===== src/rtl/simt_stk_pkg.sv =====
package simt_stk_pkg;

    // Operation applied to the stack at the next clock edge
    typedef enum logic [1:0] {
        OP_NONE  = 2'd0,
        OP_WRITE = 2'd1,
        OP_POP   = 2'd2,
        OP_SPLIT = 2'd3
    } stk_op_e;

    // Outcome of a branch across the active lanes
    typedef enum logic [1:0] {
        BR_NONE_TAKEN = 2'd0,
        BR_ALL_TAKEN  = 2'd1,
        BR_DIVERGE    = 2'd2
    } br_kind_e;

    // Bits needed to index a stack of the given depth
    function automatic int level_bits(input int depth);
        return (depth <= 2) ? 1 : $clog2(depth);
    endfunction

endpackage


===== src/rtl/simt_br_classify.sv =====
module simt_br_classify
    import simt_stk_pkg::*;
#(
    parameter int LANES = 4
) (
    input  logic [LANES-1:0] taken_mask,
    input  logic [LANES-1:0] active_mask,
    output br_kind_e         kind,
    output logic [LANES-1:0] taken_lanes,
    output logic [LANES-1:0] fall_lanes
);

    always_comb begin
        taken_lanes = taken_mask & active_mask;
        fall_lanes  = active_mask & ~taken_mask;

        if (taken_lanes == '0) begin
            kind = BR_NONE_TAKEN;
        end else if (fall_lanes == '0) begin
            kind = BR_ALL_TAKEN;
        end else begin
            kind = BR_DIVERGE;
        end
    end

endmodule


===== src/rtl/simt_stk_store.sv =====
module simt_stk_store
    import simt_stk_pkg::*;
#(
    parameter int               LANES    = 4,
    parameter int               PC_W     = 16,
    parameter int               DEPTH    = 8,
    parameter logic [PC_W-1:0]  START_PC = '0,
    parameter int               LVL_W    = level_bits(DEPTH)
) (
    input  logic             clk,
    input  logic             rst,
    input  stk_op_e          op,
    input  logic [PC_W-1:0]  wr_pc,
    input  logic [PC_W-1:0]  split_rpc,
    input  logic [PC_W-1:0]  split_fall_pc,
    input  logic [LANES-1:0] split_fall_mask,
    input  logic [PC_W-1:0]  split_tgt_pc,
    input  logic [LANES-1:0] split_tgt_mask,
    output logic [PC_W-1:0]  top_npc,
    output logic [PC_W-1:0]  top_rpc,
    output logic             top_rpc_v,
    output logic [LANES-1:0] top_mask,
    output logic [LVL_W-1:0] tos
);

    typedef struct packed {
        logic             rpc_v;
        logic [PC_W-1:0]  rpc;
        logic [PC_W-1:0]  npc;
        logic [LANES-1:0] mask;
    } ent_t;

    localparam logic [LVL_W-1:0] LVL_ONE = LVL_W'(1);
    localparam logic [LVL_W-1:0] LVL_TWO = LVL_W'(2);

    logic [LVL_W-1:0] tos_q;
    logic [LVL_W-1:0] tos_p1;
    logic [LVL_W-1:0] tos_p2;
    ent_t             ent_rd [DEPTH];

    assign tos_p1 = tos_q + LVL_ONE;
    assign tos_p2 = tos_q + LVL_TWO;

    // One register per entry; each decodes its own write strobes
    for (genvar g = 0; g < DEPTH; g++) begin : g_ent
        ent_t ent_r;
        logic is_top;
        logic is_push_fall;
        logic is_push_tgt;

        assign is_top       = (tos_q == LVL_W'(g));
        assign is_push_fall = (op == OP_SPLIT) && (tos_p1 == LVL_W'(g));
        assign is_push_tgt  = (op == OP_SPLIT) && (tos_p2 == LVL_W'(g));

        always_ff @(posedge clk) begin
            if (rst) begin
                ent_r.rpc_v <= 1'b0;
                ent_r.rpc   <= '0;
                ent_r.npc   <= (g == 0) ? START_PC : '0;
                ent_r.mask  <= (g == 0) ? {LANES{1'b1}} : {LANES{1'b0}};
            end else if (is_top && op == OP_WRITE) begin
                ent_r.npc <= wr_pc;
            end else if (is_top && op == OP_SPLIT) begin
                ent_r.npc <= split_rpc;
            end else if (is_push_fall) begin
                ent_r.rpc_v <= 1'b1;
                ent_r.rpc   <= split_rpc;
                ent_r.npc   <= split_fall_pc;
                ent_r.mask  <= split_fall_mask;
            end else if (is_push_tgt) begin
                ent_r.rpc_v <= 1'b1;
                ent_r.rpc   <= split_rpc;
                ent_r.npc   <= split_tgt_pc;
                ent_r.mask  <= split_tgt_mask;
            end
        end

        assign ent_rd[g] = ent_r;
    end

    always_ff @(posedge clk) begin
        if (rst) begin
            tos_q <= '0;
        end else begin
            case (op)
                OP_POP:   if (tos_q != '0) tos_q <= tos_q - LVL_ONE;
                OP_SPLIT: tos_q <= tos_p2;
                default:  tos_q <= tos_q;
            endcase
        end
    end

    always_comb begin
        top_npc   = ent_rd[tos_q].npc;
        top_rpc   = ent_rd[tos_q].rpc;
        top_rpc_v = ent_rd[tos_q].rpc_v;
        top_mask  = ent_rd[tos_q].mask;
    end

    assign tos = tos_q;

endmodule


===== src/rtl/simt_reconv_stack.sv =====
module simt_reconv_stack
    import simt_stk_pkg::*;
#(
    parameter int              LANES    = 4,
    parameter int              PC_W     = 16,
    parameter int              DEPTH    = 8,
    parameter logic [PC_W-1:0] START_PC = '0
) (
    input  logic             clk,
    input  logic             rst,
    input  logic             adv_valid,
    input  logic [PC_W-1:0]  adv_next_pc,
    input  logic             br_valid,
    input  logic [LANES-1:0] br_taken_mask,
    input  logic [PC_W-1:0]  br_target_pc,
    input  logic [PC_W-1:0]  br_fall_pc,
    input  logic [PC_W-1:0]  br_reconv_pc,
    output logic             issue_valid,
    output logic [PC_W-1:0]  issue_pc,
    output logic [LANES-1:0] issue_mask,
    output logic             ovf_err
);

    localparam int LVL_W = level_bits(DEPTH);

    logic [PC_W-1:0]  top_npc;
    logic [PC_W-1:0]  top_rpc;
    logic             top_rpc_v;
    logic [LANES-1:0] top_mask;
    logic [LVL_W-1:0] tos_q;

    br_kind_e         br_kind;
    logic [LANES-1:0] taken_lanes;
    logic [LANES-1:0] fall_lanes;

    stk_op_e          op;
    logic [PC_W-1:0]  wr_pc;
    logic             ovf_set;
    logic             ovf_q;
    logic             pending;
    logic             room;
    logic             join_hit;

    simt_br_classify #(
        .LANES (LANES)
    ) classify_i (
        .taken_mask  (br_taken_mask),
        .active_mask (top_mask),
        .kind        (br_kind),
        .taken_lanes (taken_lanes),
        .fall_lanes  (fall_lanes)
    );

    // Top entry already sits at its join point: it unwinds next edge
    assign pending  = top_rpc_v && (top_npc == top_rpc);
    // Two free slots above the current top
    assign room     = (int'(tos_q) + 2) <= (DEPTH - 1);
    assign join_hit = top_rpc_v && (wr_pc == top_rpc);

    always_comb begin
        op      = OP_NONE;
        wr_pc   = top_npc;
        ovf_set = 1'b0;

        if (pending) begin
            op = OP_POP;
        end else if (br_valid) begin
            case (br_kind)
                BR_NONE_TAKEN: wr_pc = br_fall_pc;
                BR_ALL_TAKEN:  wr_pc = br_target_pc;
                default:       wr_pc = top_npc;
            endcase
            if (br_kind == BR_DIVERGE) begin
                if (room) begin
                    op = OP_SPLIT;
                end else begin
                    ovf_set = 1'b1;
                end
            end else begin
                op = join_hit ? OP_POP : OP_WRITE;
            end
        end else if (adv_valid) begin
            wr_pc = adv_next_pc;
            op    = join_hit ? OP_POP : OP_WRITE;
        end
    end

    always_ff @(posedge clk) begin
        if (rst) begin
            ovf_q <= 1'b0;
        end else if (ovf_set) begin
            ovf_q <= 1'b1;
        end
    end

    simt_stk_store #(
        .LANES    (LANES),
        .PC_W     (PC_W),
        .DEPTH    (DEPTH),
        .START_PC (START_PC),
        .LVL_W    (LVL_W)
    ) store_i (
        .clk             (clk),
        .rst             (rst),
        .op              (op),
        .wr_pc           (wr_pc),
        .split_rpc       (br_reconv_pc),
        .split_fall_pc   (br_fall_pc),
        .split_fall_mask (fall_lanes),
        .split_tgt_pc    (br_target_pc),
        .split_tgt_mask  (taken_lanes),
        .top_npc         (top_npc),
        .top_rpc         (top_rpc),
        .top_rpc_v       (top_rpc_v),
        .top_mask        (top_mask),
        .tos             (tos_q)
    );

    assign issue_valid = !pending;
    assign issue_pc    = top_npc;
    assign issue_mask  = top_mask;
    assign ovf_err     = ovf_q;

endmodule


===== config.mk =====
export PLATFORM = sky130hd
export DESIGN_NAME = simt_reconv_stack
export DESIGN_NICKNAME = d
export VERILOG_FILES = /design/src/rtl/simt_stk_pkg.sv /design/src/rtl/simt_br_classify.sv /design/src/rtl/simt_stk_store.sv /design/src/rtl/simt_reconv_stack.sv
export SDC_FILE = /design/constraint.sdc
export NUM_CORES = 1
export LEC_CHECK = 0
export BUFFER_PORTS_ARGS = -buffer_cell sky130_fd_sc_hd__buf_2
export CAP_MARGIN = 40
export CORE_ASPECT_RATIO = 0.5
export CORE_MARGIN = 2
export CORE_UTILIZATION = 50
export DETAILED_ROUTE_END_ITERATION = 12
export GPL_ROUTABILITY_DRIVEN = 0
export PLACE_DENSITY = 0.75
export REMOVE_ABC_BUFFERS = 1
export SLEW_MARGIN = 10
export SYNTH_ARGS = -nofsm -noshare
export SYNTH_HDL_FRONTEND = slang
export SYNTH_HIERARCHICAL = 1
export SYNTH_SLANG_ARGS = --single-unit

===== constraint.sdc =====
create_clock -name clk -period 17.1 [get_ports clk]
set_input_delay 3.42 -clock clk [delete_from_list [all_inputs] [get_ports clk]]
set_output_delay 3.42 -clock clk [all_outputs]
set_load 0.01 [all_outputs]

### Yosys cells after proc, flatten, opt, wreduce, memory -nomap -nowiden

Cells that the tools add are included.

* $add $sub $neg: 4
* $lt $le $gt $ge: 2
* eq/ne operators: 29
* muxes and demuxes: 53
* bitwise operators: 20
* reduce and logical (&&, ||, !) cells: 68

Operator list (count)
* 37-bit two-way mux: 18
* 16-bit two-way mux: 19
* 37-bit binary-select mux with 3-bit select: 1
* 3-bit equality test, second input constant: 12
* 1-bit logical AND: 34
* 16-bit equality test: 2
* 16-bit case mux with 2 select lines: 1
* 4-bit nonzero test: 8
* 3-bit AND reduction: 8
* 3-bit by 2-bit equality test with 1-bit output, second input constant: 6
* 2-bit nonzero test: 9
* 2-bit two-way mux: 8
* 1-bit inverter: 16
* 3-bit by 1-bit equality test with 1-bit output, second input constant: 3
* 3-bit logical NOT: 3
* 4-bit AND: 2
* 4-bit logical NOT: 2
* 2-bit equality test, second input constant: 3
* 3-bit case mux with 2 select lines: 1
* 3-bit by 2-bit adder with 4-bit output, second input constant: 1
* 2-bit by 1-bit equality test with 1-bit output, second input constant: 2
* 4-bit >= comparator, second input constant: 1
* 4-bit by 3-bit <= comparator with 1-bit output, second input constant: 1
* 1-bit two-way mux: 4
* other kinds (11): 11

* register bits after elaboration: 300
* output and inout bits: 22
* word-level logic and storage cells: 210

### Logic depth before layout (Yosys ltp)

* word-level depth: 24
* depth in mapped cells: 28
* depth with buffers taken out: 19

### By module

Netlist, hierarchy kept.

By module, submodules not included
* simt_stk_store: times used 1, cells an instance 1833, area an instance 16877.4 um^2, sequential area each 5985.7 um^2
* simt_reconv_stack: times used 1, cells an instance 231, area an instance 1569.0 um^2, sequential area each 20.0 um^2
* simt_br_classify: times used 1, cells an instance 15, area an instance 98.8 um^2, sequential area each 0.0 um^2

### Worst setup path before layout

OpenSTA, ideal clock, no wires.

* kind: input port to flip-flop
* start: input port br_taken_mask[2]
* end: register store_i.g_ent[4].ent_r (netlist bit store_i/ent_rd[121])
* arrival: 7.305 ns
* data required time: 16.983 ns
* path slack: 9.678 ns
* cell stages on the path: 20
* cell sequence: nor2b_1 nor3_1 and3_1 buf_2 buf_2 a211oi_1 o22ai_1 a22oi_1 a21oi_1 a2111oi_1 nand4_1 nor3_1 a31o_1 buf_2 buf_4 nand2_1 nor2_1 clkbuf_1 o22ai_1 a32o_1

* longest elaborated chain between the ends: 20
* elaborated cells on any way between the ends: 30
* those cells by class: eq/ne (5); mux (13); bitwise (3); reduce/logical (9)

Ends and longest elaborated chain
* from (decl): line simt_reconv_stack.sv:14 `input logic [LANES-1:0] br_taken_mask,`
* 4-bit inverter: line simt_br_classify.sv:15 `fall_lanes = active_mask & ~taken_mask;`
* 4-bit AND: line simt_br_classify.sv:15
* 4-bit logical NOT: line simt_br_classify.sv:19 `end else if (fall_lanes == '0) begin`
* 2-bit two-way mux: line simt_br_classify.sv:19
* 2-bit two-way mux (*): line simt_br_classify.sv:17 `if (taken_lanes == '0) begin`
* net br_kind[0]: line simt_reconv_stack.sv:32 `br_kind_e br_kind;`
* 2-bit by 1-bit equality test with 1-bit output or 2-bit logical NOT (tied branches): line simt_reconv_stack.sv:68 `case (br_kind)`
* 16-bit case mux with 2 select lines: line simt_reconv_stack.sv:68
* (+6 left out)
* 2-bit two-way mux (*): line simt_reconv_stack.sv:67 `end else if (br_valid) begin`
* 2-bit two-way mux (*): line simt_reconv_stack.sv:65 `if (pending) begin`
* net op[1]: line simt_reconv_stack.sv:36 `stk_op_e op;`
* 2-bit equality test: line simt_stk_store.sv:52, simt_stk_store.sv:53, simt_stk_store.sv:63
* 1-bit logical AND: line simt_stk_store.sv:52 `assign is_push_fall = (op == OP_SPLIT) && (tos_p1 == LVL_W'(g));`
* 37-bit two-way mux: line simt_stk_store.sv:65 `end else if (is_push_fall) begin`
* 16-bit two-way mux: line simt_stk_store.sv:63 `end else if (is_top && op == OP_SPLIT) begin`
* 16-bit two-way mux: line simt_stk_store.sv:61 `end else if (is_top && op == OP_WRITE) begin`
* to (decl): line simt_stk_store.sv:46 `ent_t ent_r;`

The timed path passes the listed nets; every way through them passes the cells marked *.
A chain may end at the register's enable or synchronous reset.

### Worst setup path after layout

* start: input port br_taken_mask[2]
* end: register store_i.g_ent[3].ent_r (netlist bit store_i/ent_rd[152])

* longest elaborated chain between the ends: 20
* elaborated cells on any way between the ends: 30
* those cells by class: eq/ne (5); mux (13); bitwise (3); reduce/logical (9)

Ends and longest elaborated chain
* 4-bit inverter (*): line simt_br_classify.sv:15
* 4-bit AND (*): line simt_br_classify.sv:15
* net fall_lanes[2]: line simt_reconv_stack.sv:34 `logic [LANES-1:0] fall_lanes;`
* 4-bit logical NOT (*): line simt_br_classify.sv:19
* 2-bit two-way mux (*): line simt_br_classify.sv:19
* 2-bit two-way mux (*): line simt_br_classify.sv:17
* net br_kind[1]: line simt_reconv_stack.sv:32
* 2-bit by 1-bit equality test with 1-bit output or 2-bit logical NOT (tied branches): line simt_reconv_stack.sv:68
* (+7 left out)
* 2-bit two-way mux (*): line simt_reconv_stack.sv:67
* 2-bit two-way mux (*): line simt_reconv_stack.sv:65
* net op[1]: line simt_reconv_stack.sv:36
* 2-bit equality test: line simt_stk_store.sv:52, simt_stk_store.sv:53, simt_stk_store.sv:63
* 1-bit logical AND: line simt_stk_store.sv:52
* 37-bit two-way mux: line simt_stk_store.sv:65
* 16-bit two-way mux: line simt_stk_store.sv:63
* 16-bit two-way mux: line simt_stk_store.sv:61
* to (decl): line simt_stk_store.sv:46

Marked as above.

==> impl_metrics.env <==
export IMPL_status="complete, no violations"
export IMPL_leakage_nw=8.477
export IMPL_seqCellArea_um2=6015
export IMPL_cp_max_fo=49
export IMPL_grt_max_degree=87
export IMPL_seq_area_frac_synth_pct=32.38
export IMPL_htreeDepth=1
export IMPL_rsz0062_at_grt="false"
export IMPL_grt_pass1_wl_um=99590
export IMPL_die_h_um=140.2
export IMPL_first_global_vias=16546
export IMPL_syn_inst=2079
export IMPL_drv_cap=0
export IMPL_layout_setup_ws_ns=8.268
export IMPL_start_util_pct=51.18
export IMPL_core_area_um2=36230
export IMPL_nets=2107
export IMPL_worst_slew_pin_slew_ns=0.8553
export IMPL_num_io_pins=94
export IMPL_powerDensity_nw_per_um2=113.0
export IMPL_whs_endpoint="store_i/ent_rd[202]$_SDFFE_PP0P_"
export IMPL_setup_violations=0
export IMPL_post_cts_resized=0
export IMPL_cts_setup_buffers=0
export IMPL_min_period_ns=8.832
export IMPL_timing_final_max_slew_violations=0
export IMPL_worstPathRequired_ns=17.55
export IMPL_p_total_w=0.002266
export IMPL_first_iter_violations=2400
export IMPL_fillerInstances=3173
export IMPL_synthToLayoutAreaGrowth_pct=8.170
export IMPL_worst_slew_margin_rel_pct=42.81
export IMPL_via_per_inst=6.934
export IMPL_hold_viol_final=0
export IMPL_antenna_found_initial=5
export IMPL_final_common_cell="nand2_1"
export IMPL_critPathArrivalTime_ns=9.28
export IMPL_grt_util_all_layers_pct=33.15
export IMPL_synth_area_um2=18550
export IMPL_first_pass_iters=6
export IMPL_synth_cell_types=84
export IMPL_fmax_mhz=113.2
export IMPL_multiInputGateArea_um2=11360
export IMPL_hold_depth=1
export IMPL_utilization_pct=55.36
export IMPL_worstSetupPathType="in2reg"
export IMPL_final_cell_mix="nand2_1, dfxtp_1, mux2i_1"
export IMPL_wl_per_cell_um=26.29
export IMPL_finalClockSkew_ns=0.01946
export IMPL_dieWidth_um=276.4
export IMPL_ys_ff_latch=300
export IMPL_synth_async_reset_ratio_pct=0
export IMPL_layout_cells_non_filler=2533
export IMPL_num_rows=49
export IMPL_dpl_hpwl_um=42640
export IMPL_worst_hold_path_type="reg2reg"
export IMPL_dieArea_um2=38740
export IMPL_syn_avg_cell_area_um2=8.920
export IMPL_synth_warnings=6
export IMPL_holdBufCountCts=0
export IMPL_cts_sinks=300
export IMPL_finalSetupTns_ns=0
export IMPL_via_count=17564
export IMPL_reg2reg_from="store_i/tos[0]$_SDFFE_PP0P_"
export IMPL_drc=0
export IMPL_synth_edf_count=0
export IMPL_finalWirelength_um=66590
export IMPL_cts_buffers=29
export IMPL_synth_main_ff_cell="dfxtp_1"
export IMPL_hp_start="store_i/ent_rd[202]$_SDFFE_PP0P_"
export IMPL_tritoncts="built"
export IMPL_cp_end_kind="flop"
export IMPL_layout_drive_gt1_share_pct=17.20
export IMPL_clk_path_buf_depth=3
export IMPL_ctsRootBufferMaster="clkbuf_16"
export IMPL_placed_cells=2479
export IMPL_worstReg2RegEnd="store_i/ent_rd[152]$_SDFFE_PP0P_"
export IMPL_reg2regPathDepth=23
export IMPL_pre_cts_slack_ns=7.965
export IMPL_startpoint_type="input pin"
export IMPL_ir_worst_vdd_v=0.00008903
export IMPL_clk_latency_ns=0.57
export IMPL_period_share_pct=51.65
export IMPL_r2r_slack_ns=8.85
export IMPL_io_buffer_count=93
export IMPL_grt_overflow=0
export IMPL_clk_pin_slew_ns=0.06
export IMPL_drtAntennaViolNets=0
[sequential cells by signal (all words and copies together) (netlist names)]
| name | count |
|---|---|
| store_i/tos | 3 |
| store_i/ent_rd | 296 |
| ovf_err | 1 |
[synthesized netlist by cell type, types with 16 or more instances]
library cell	instances	area share, %
nand3_1	104	2.8
nand2_1	336	6.8
mux4_2	74	9.0
nor2_1	34	0.69
mux2i_1	226	12
nand2b_1	64	2.2
nor2b_1	26	0.88
dfxtp_1	300	32
buf_2	83	2.2
clkbuf_1	105	2.1
a32o_1	128	6.9
o21ai_0	121	3.3
buf_1	17	0.34
a311oi_1	18	0.85
a21oi_1	145	3.9
o22ai_1	35	1.2
inv_1	16	0.32
xor2_1	17	0.80
[worst max-delay path, cell delays in order]
cell and delay [ns]:
buf_2 0.11, nor2b_1 0.47, nor3_1 0.19, a21oi_2 0.27, buf_4 0.31, inv_1 0.27
o21ai_0 0.23, o22ai_1 0.12, a22oi_1 0.21, a21oi_1 0.09, a2111oi_1 0.34, nand4_1 0.22
nor3_1 0.22, a31o_2 0.14, buf_4 0.52, nand2_1 0.60, o31ai_4 0.84, nor3_4 0.24
buf_8 0.24, a32o_1 0.21
[power by group]
group | leakage [nW] | total (W) | switching, W | internal, W
registers | 2.43 | 0.000807 | 0.0000463 | 0.000761
logic | 5.58 | 0.000804 | 0.000516 | 0.000289
clock network | 0.468 | 0.000655 | 0.000276 | 0.000379
[metrics by stage]
stage	hold slack, ns	cell area (µm²)
global placement	0.4431	18890
finish	0.4624	20060
global route	0.4701	20060
floorplan	0.4315	17340
CTS	0.4656	20030
detailed placement	0.4507	19080
[layer usage]
metal	wire, µm	global-route usage (%)	vias up
li1	-	-	7527
met1	25620	44.16	8409
met2	27840	49.86	1376
met3	9759	9.791	250
met4	3366	14.93	2
met5	11	0	-
[worst max-delay path by stage]
stage | to | start | cells past startpoint | slack (ns)
floorplan | store_i/ent_rd[78]$_SDFFE_PP0P_ | store_i/tos[1]$_SDFFE_PP0P_ | 19 | 6.64
global placement | store_i/ent_rd[88]$_SDFFE_PP0P_ | br_taken_mask[2] | 19 | 8.15
detailed placement | store_i/ent_rd[158]$_SDFFE_PP0P_ | br_taken_mask[2] | 20 | 7.96
CTS | store_i/ent_rd[162]$_SDFFE_PP0P_ | br_taken_mask[2] | 20 | 8.52
global route | store_i/ent_rd[152]$_SDFFE_PP0P_ | br_taken_mask[2] | 20 | 7.89
finish | store_i/ent_rd[152]$_SDFFE_PP0P_ | br_taken_mask[2] | 20 | 8.27
[cells by family (layout without fill, tap and decap cells)]
group                    count (synthesis)  after routing  synth area share (%)
AO/OA/AOI/OAI                          529            529                 20.20
XOR/XNOR                                26             26                 1.370
adder cells (fa/ha/maj)                  8              8                0.5398
buffers and inverters                  253            220                 6.861
flip-flops                             300            300                 32.38
multiplexers                           306            306                 21.55
other                                    0              3                     0
AND/OR/NAND/NOR                        657            657                 17.10
[layout make-up]
type / instances / area share [%]
diodes: 3 / 0.03742
clock buffers: 46 / 4.385
clock inverters: 4 / 0.3493
inverters: 17 / 0.3181
multi-input cells: 1526 / 56.65
flip-flops and latches: 300 / 29.98
well taps: 484 / 3.019
repair buffers: 153 / 5.264
Note: power is estimated with default switching activity, not from simulation.
